File: src/rtl/rsc_pkg.sv
package rsc_pkg;
  localparam int unsigned NSRC      = 6;
  localparam int unsigned SRC_POR   = 0;
  localparam int unsigned SRC_EXT   = 1;
  localparam int unsigned SRC_WDOG  = 2;
  localparam int unsigned SRC_LOL   = 3;
  localparam int unsigned SRC_SWSYS = 4;
  localparam int unsigned SRC_SWEXT = 5;
  localparam int unsigned CTRL_SYS_BIT = 0;
  localparam int unsigned CTRL_EXT_BIT = 1;
  typedef logic [NSRC-1:0] src_vec_t;
  localparam src_vec_t SWEXT_MASK = src_vec_t'(1) << SRC_SWEXT;
  localparam src_vec_t POR_MASK   = src_vec_t'(1) << SRC_POR;
endpackage

File: src/rtl/rsc_regif.sv
module rsc_regif
  import rsc_pkg::*;
#(
  parameter int unsigned DATA_W = 32,
  parameter int unsigned ADDR_W = 8,
  parameter logic [ADDR_W-1:0] STAT_OFS = 'h0C,
  parameter logic [ADDR_W-1:0] CTRL_OFS = 'h10
) (
  input  logic              clk_i,
  input  logic              rst_ni,
  input  logic              sel_i,
  input  logic              we_i,
  input  logic [ADDR_W-1:0] addr_i,
  input  logic [DATA_W-1:0] wdata_i,
  input  src_vec_t          status_i,
  output logic [DATA_W-1:0] rdata_o,
  output logic              sw_sys_o,
  output logic              sw_ext_o
);
  logic ctrl_wr;
  assign ctrl_wr = sel_i && we_i && (addr_i == CTRL_OFS);

  // request bits live one cycle only: self-clearing
  always_ff @(posedge clk_i or negedge rst_ni) begin
    if (!rst_ni) begin
      sw_sys_o <= 1'b0;
      sw_ext_o <= 1'b0;
    end else begin
      sw_sys_o <= ctrl_wr && wdata_i[CTRL_SYS_BIT];
      sw_ext_o <= ctrl_wr && wdata_i[CTRL_EXT_BIT];
    end
  end

  always_comb begin
    rdata_o = '0;
    if (sel_i && !we_i && addr_i == STAT_OFS) rdata_o[NSRC-1:0] = status_i;
  end

  a_r10_ctrl_reads_zero: assert property (@(posedge clk_i) disable iff (!rst_ni)
    (sel_i && !we_i && addr_i == CTRL_OFS) |-> (rdata_o == '0));
  a_r7_sw_self_clear: assert property (@(posedge clk_i) disable iff (!rst_ni)
    !ctrl_wr |=> (!sw_sys_o && !sw_ext_o));
endmodule

File: src/rtl/rsc_stretch.sv
module rsc_stretch #(
  parameter int unsigned STRETCH_CYC = 16,
  localparam int unsigned CNT_W = $clog2(STRETCH_CYC + 1)
) (
  input  logic clk_i,
  input  logic rst_ni,
  input  logic req_any_i,
  output logic rst_act_o,
  output logic negate_o
);
  logic [CNT_W-1:0] cnt_q;

  assign negate_o = rst_act_o && !req_any_i && (cnt_q == CNT_W'(1));

  always_ff @(posedge clk_i or negedge rst_ni) begin
    if (!rst_ni) begin
      rst_act_o <= 1'b1;
      cnt_q     <= CNT_W'(STRETCH_CYC);
    end else if (req_any_i) begin
      rst_act_o <= 1'b1;
      cnt_q     <= CNT_W'(STRETCH_CYC);
    end else if (rst_act_o) begin
      cnt_q <= cnt_q - CNT_W'(1);
      if (negate_o) rst_act_o <= 1'b0;
    end
  end

  a_r1_req_asserts: assert property (@(posedge clk_i) disable iff (!rst_ni)
    req_any_i |=> rst_act_o);
  a_r1_holds: assert property (@(posedge clk_i) disable iff (!rst_ni)
    (rst_act_o && !negate_o) |=> rst_act_o);
  a_r1_releases: assert property (@(posedge clk_i) disable iff (!rst_ni)
    negate_o |=> !rst_act_o);
endmodule

File: src/rtl/rsc_status.sv
module rsc_status
  import rsc_pkg::*;
(
  input  logic     clk_i,
  input  logic     rst_ni,
  input  src_vec_t req_i,
  input  logic     rst_act_i,
  output src_vec_t status_o
);
  logic new_evt;
  // a new event replaces flags unless it is a software external reset alone
  assign new_evt = !rst_act_i && ((req_i & ~SWEXT_MASK) != '0);

  always_ff @(posedge clk_i or negedge rst_ni) begin
    if (!rst_ni)               status_o <= POR_MASK;
    else if (new_evt)          status_o <= req_i;
    else if (req_i != '0)      status_o <= status_o | req_i;
  end

  a_r5_sticky: assert property (@(posedge clk_i) disable iff (!rst_ni)
    (req_i == '0) |=> $stable(status_o));
  a_r4_all_set: assert property (@(posedge clk_i) disable iff (!rst_ni)
    (req_i != '0) |=> ((status_o & $past(req_i)) == $past(req_i)));
  a_r6_keeps_flags: assert property (@(posedge clk_i) disable iff (!rst_ni)
    (req_i == SWEXT_MASK) |=> ((status_o & $past(status_o)) == $past(status_o)));
endmodule

File: src/rtl/rsc_strap.sv
module rsc_strap #(
  parameter int unsigned STRAP_W = 2,
  parameter logic [STRAP_W-1:0] BOOT_DEF = '0,
  parameter logic [STRAP_W-1:0] PLL_DEF  = '0
) (
  input  logic               clk_i,
  input  logic               rst_ni,
  input  logic               negate_i,
  input  logic               cfg_en_i,
  input  logic [STRAP_W-1:0] boot_i,
  input  logic [STRAP_W-1:0] pll_i,
  output logic [STRAP_W-1:0] boot_o,
  output logic [STRAP_W-1:0] pll_o
);
  always_ff @(posedge clk_i or negedge rst_ni) begin
    if (!rst_ni) begin
      boot_o <= BOOT_DEF;
      pll_o  <= PLL_DEF;
    end else if (negate_i) begin
      boot_o <= cfg_en_i ? boot_i : BOOT_DEF;
      pll_o  <= cfg_en_i ? pll_i  : PLL_DEF;
    end
  end

  a_r9_hold: assert property (@(posedge clk_i) disable iff (!rst_ni)
    !negate_i |=> ($stable(boot_o) && $stable(pll_o)));
  a_r8_capture: assert property (@(posedge clk_i) disable iff (!rst_ni)
    (negate_i && cfg_en_i) |=> (boot_o == $past(boot_i) && pll_o == $past(pll_i)));
  a_r9_default: assert property (@(posedge clk_i) disable iff (!rst_ni)
    (negate_i && !cfg_en_i) |=> (boot_o == BOOT_DEF && pll_o == PLL_DEF));
endmodule

File: src/rtl/rst_cause_ctrl.sv
module rst_cause_ctrl
  import rsc_pkg::*;
#(
  parameter int unsigned STRETCH_CYC = 16,
  parameter int unsigned DATA_W = 32,
  parameter int unsigned ADDR_W = 8,
  parameter logic [ADDR_W-1:0] STAT_OFS = 'h0C,
  parameter logic [ADDR_W-1:0] CTRL_OFS = 'h10,
  parameter int unsigned STRAP_W = 2,
  parameter logic [STRAP_W-1:0] BOOT_DEF = '0,
  parameter logic [STRAP_W-1:0] PLL_DEF  = '0
) (
  input  logic               clk_i,
  input  logic               rst_ni,
  input  logic               ext_rst_req_i,
  input  logic               wdog_rst_req_i,
  input  logic               lol_rst_req_i,
  input  logic               cfg_en_i,
  input  logic [STRAP_W-1:0] boot_strap_i,
  input  logic [STRAP_W-1:0] pll_strap_i,
  input  logic               reg_sel_i,
  input  logic               reg_we_i,
  input  logic [ADDR_W-1:0]  reg_addr_i,
  input  logic [DATA_W-1:0]  reg_wdata_i,
  output logic [DATA_W-1:0]  reg_rdata_o,
  output logic               sys_rst_o,
  output logic [STRAP_W-1:0] boot_mode_o,
  output logic [STRAP_W-1:0] pll_mode_o
);
  src_vec_t req, status;
  logic sw_sys, sw_ext, negate;

  always_comb begin
    req            = '0;
    req[SRC_EXT]   = ext_rst_req_i;
    req[SRC_WDOG]  = wdog_rst_req_i;
    req[SRC_LOL]   = lol_rst_req_i;
    req[SRC_SWSYS] = sw_sys;
    req[SRC_SWEXT] = sw_ext;
  end

  rsc_regif #(.DATA_W(DATA_W), .ADDR_W(ADDR_W), .STAT_OFS(STAT_OFS), .CTRL_OFS(CTRL_OFS)) u_regif (
    .clk_i, .rst_ni, .sel_i(reg_sel_i), .we_i(reg_we_i), .addr_i(reg_addr_i),
    .wdata_i(reg_wdata_i), .status_i(status), .rdata_o(reg_rdata_o),
    .sw_sys_o(sw_sys), .sw_ext_o(sw_ext));

  rsc_stretch #(.STRETCH_CYC(STRETCH_CYC)) u_stretch (
    .clk_i, .rst_ni, .req_any_i(req != '0), .rst_act_o(sys_rst_o), .negate_o(negate));

  rsc_status u_status (
    .clk_i, .rst_ni, .req_i(req), .rst_act_i(sys_rst_o), .status_o(status));

  rsc_strap #(.STRAP_W(STRAP_W), .BOOT_DEF(BOOT_DEF), .PLL_DEF(PLL_DEF)) u_strap (
    .clk_i, .rst_ni, .negate_i(negate), .cfg_en_i, .boot_i(boot_strap_i),
    .pll_i(pll_strap_i), .boot_o(boot_mode_o), .pll_o(pll_mode_o));
endmodule

File: config.mk
export PLATFORM = sky130hd
export DESIGN_NAME = rst_cause_ctrl
export DESIGN_NICKNAME = d
export VERILOG_FILES = /design/src/rtl/rsc_pkg.sv /design/src/rtl/rsc_regif.sv /design/src/rtl/rsc_stretch.sv /design/src/rtl/rsc_status.sv /design/src/rtl/rsc_strap.sv /design/src/rtl/rst_cause_ctrl.sv
export SDC_FILE = /design/constraint.sdc
export NUM_CORES = 1
export LEC_CHECK = 0
export BUFFER_PORTS_ARGS = -buffer_cell sky130_fd_sc_hd__buf_2
export CAP_MARGIN = 20
export CORE_MARGIN = 2
export CORE_UTILIZATION = 40
export DETAILED_ROUTE_END_ITERATION = 12
export GPL_ROUTABILITY_DRIVEN = 0
export PLACE_DENSITY = 0.78
export SLEW_MARGIN = 20
export SYNTH_ARGS = -nofsm -noshare
export SYNTH_HDL_FRONTEND = slang
export SYNTH_HIERARCHICAL = 1
export SYNTH_SLANG_ARGS = --single-unit
File: constraint.sdc
create_clock -name clk_i -period 2.3 [get_ports clk_i]
set_input_delay 0.115 -clock clk_i [delete_from_list [all_inputs] [get_ports clk_i]]
set_output_delay 0.115 -clock clk_i [all_outputs]
set_load 0.005 [all_outputs]
==> run metrics <==
largest net degree at the start of global routing=19; Fin. Hold Viols=0; post-layout net count=218; Syn Std Cell Area=1170 um2; Worst setup EP type=flip-flop; number of I/O pins=89; count of cell types in the netlist=35; Static Leak=0.651 nW; Avg Synthesized Cell Area=9.35 um2; crit path DAT=1990 ps; clk slew on worst S/H paths=100 ps; Max Freq=565 MHz; placeable core region=2760 um2; final wirelength=1.97 mm; Tot GR Track Use=12.0%; Residual DRC=0; final worst path period need=1770 ps; Filler Cell Count=265; Critical R2R Launch=u_stretch/cnt_q[1]$_DFFE_PN0P_; ANT cells=0; buffers added on ports=32; setup TNS=0 ps; clk_lat worst skew=290 ps; ANT nets after route=0; Slew Limit Fails=0; initial DRC count=80; DIE AREA=3370 um2; HPWL after DPL=1.57 mm; Worst EP required=2520 ps; gr ovfl total=0; unrepaired setup endpoints after global routing=false; reg2reg end=u_strap/pll_o[0]$_DFFE_PN0P_; Hold Path Depth=2; Core Rows=19; period utilization=77.0%; WHS Endpoint=u_status/status_o[1]$_DFFE_PN0P_; Hold Buf Count CTS=1; die height=58.1 um; Synth Warn #=6; first-pass GRT wire length=3.19 mm; highest ir drop seen on vdd=0.381 mV; initial antenna violation count=0; vias in the first global route=740; Die Wd=58.1 um; Initial Util=42.4%; Num Clock Sinks=18; worst hold path type=in2reg; max-cap viol count=0; CTS resizes=0; synthesized flop and latch total=18; Clock Skew=5.45 ps; Final setup viols=0; type of origin of the critical path=flip-flop; status=complete, no violations; reg2reg setup slack=530 ps; postcts setup bufs=0; vias per std cell=4.60; Vias=893; Pwr per Cell Area=464 nW/um2; sequential area share after synthesis=38.9%; Post-DP Area=1260 um2; CTS tree=built; cts bufs inserted=3; Max Fanout on Critical Path=8; Root Driver=clkbuf_4; htree depth=1; fin area=1310 um2; Clock Path Buffers=2; DR WL/cell=10.1 um; Area growth syn-to-layout=12.2%; WS Path Type=reg2reg; Mapped Cells=125; critical hold path startpoint=lol_rst_req_i; router iterations before antenna repair=4; Util after Layout=47.5%; R2R cell count=6; share of layout cells above drive strength 1=28.8%
placed cells by master (no fill, tap or decap), types with 2 or more instances in the layout:
master	instances
nor4_1	8
nand2b_1	5
inv_1	9
clkbuf_4	3
dfstp_2	3
conb_1	33
nor2b_1	2
nor2_1	7
a21oi_1	7
or4b_4	2
nand3_1	4
nand4b_1	5
ha_1	2
o21ai_0	4
dfrtp_1	15
o21ai_1	4
buf_2	32
how the worst max path moves through the flow:
stage,end,depth (start not counted),start
2_1_floorplan,u_strap/boot_o[1]$_DFFE_PN0P_,5,u_stretch/cnt_q[1]$_DFFE_PN0P_
3_3_place_gp,u_strap/pll_o[0]$_DFFE_PN0P_,6,u_stretch/cnt_q[1]$_DFFE_PN0P_
3_5_place_dp,u_strap/pll_o[1]$_DFFE_PN0P_,5,u_stretch/cnt_q[1]$_DFFE_PN0P_
4_1_cts,u_strap/boot_o[1]$_DFFE_PN0P_,6,u_stretch/cnt_q[1]$_DFFE_PN0P_
5_1_grt,u_strap/boot_o[1]$_DFFE_PN0P_,6,u_stretch/cnt_q[1]$_DFFE_PN0P_
6_report,u_strap/pll_o[0]$_DFFE_PN0P_,6,u_stretch/cnt_q[1]$_DFFE_PN0P_
synthesized netlist by cell type:
cell,instances,area [um2]
a21oi_1,7,35.0
ha_1,2,25.0
or2_2,1,6.26
dfstp_2,3,78.8
a211oi_1,1,7.51
buf_6,1,11.3
or4_4,1,11.3
dfrtp_1,15,375
a21o_1,1,7.51
mux2_2,1,11.3
nor2_1,7,26.3
a21bo_2,1,10.0
inv_1,9,33.8
nand3b_1,1,7.51
nand2b_1,5,31.3
buf_2,1,5.00
mux2i_1,1,10.0
nor3_1,1,5.00
o21ai_0,4,20.0
nor3b_2,1,12.5
or4bb_1,1,11.3
nor4_1,8,50.1
or4b_4,2,27.5
nor2b_1,2,12.5
nand2_1,1,3.75
buf_4,26,195
conb_1,2,7.51
nor4b_1,1,8.76
o41ai_1,1,8.76
nand4b_1,5,43.8
o21ai_1,4,20.0
xnor2_1,1,8.76
nand3_1,4,20.0
clkbuf_1,2,7.51
and4bb_2,1,12.5
layer usage:
layer  vias to the layer above  wire length (um)  track usage, %
li1                        451                 -               -
met1                       390               882            16.3
met2                        50               859            19.8
met3                         2               205            2.23
met4                         0                19            2.99
met5                         -                 0               0
critical path: stages (launching register included):
cell	delay (ps)
dfrtp_1	410
inv_1	80
ha_1	130
or4b_4	470
nor3b_2	400
nand3_1	130
o21ai_0	80
kinds of logic after synthesis:
| group | share of synthesized area [%] |
|---|---|
| muxes | 1.82 |
| xor gates and xnor gates | 0.750 |
| AOI/OAI and AO/OA | 9.32 |
| adders and majority gates | 2.14 |
| other | 0.643 |
| DFF | 38.9 |
| and+or+nand+nor | 24.8 |
| buffers and inverters | 21.6 |
final cells by class:
cell class	count	area, um2	share of cell area [%]
Tap cell	31	38.8	2.96
Sequential cell	18	454	34.6
Multi-Input combinational cell	99	578	44.1
Timing Repair Buffer	33	170	13.0
Clock buffer	4	36.3	2.77
Inverter	9	33.8	2.58
report_power, final:
| group | leakage, nW | internal [W] | switching, W | total [W] |
|---|---|---|---|---|
| clock network | 0.0210 | 0.0000963 | 0.0000938 | 0.000190 |
| registers | 0.195 | 0.000327 | 0.00000741 | 0.000334 |
| logic | 0.436 | 0.0000373 | 0.0000471 | 0.0000845 |
| total | 0.651 | 0.000460 | 0.000148 | 0.000609 |
through the flow:
step           worst slack, ps  hold WS (ps)  instances  total power [W]
4_1_cts                    519          35.6        194         0.000619
6_report                   529          44.2        194         0.000609
3_3_place_gp               542          64.0        189         0.000421
3_5_place_dp               514          72.5        189         0.000424
5_1_grt                    309          37.6        194         0.000645
2_1_floorplan              682          -181        156         0.000417
state kept, by name, indices dropped and copies added, names as in the netlist:
register	count
u_regif/sw_ext_o	1
u_regif/sw_sys_o	1
u_status/status_o	6
u_strap/boot_o	2
u_strap/pll_o	2
u_stretch/cnt_q	5
u_stretch/rst_act_o	1
(Power assumes the default switching activity.)
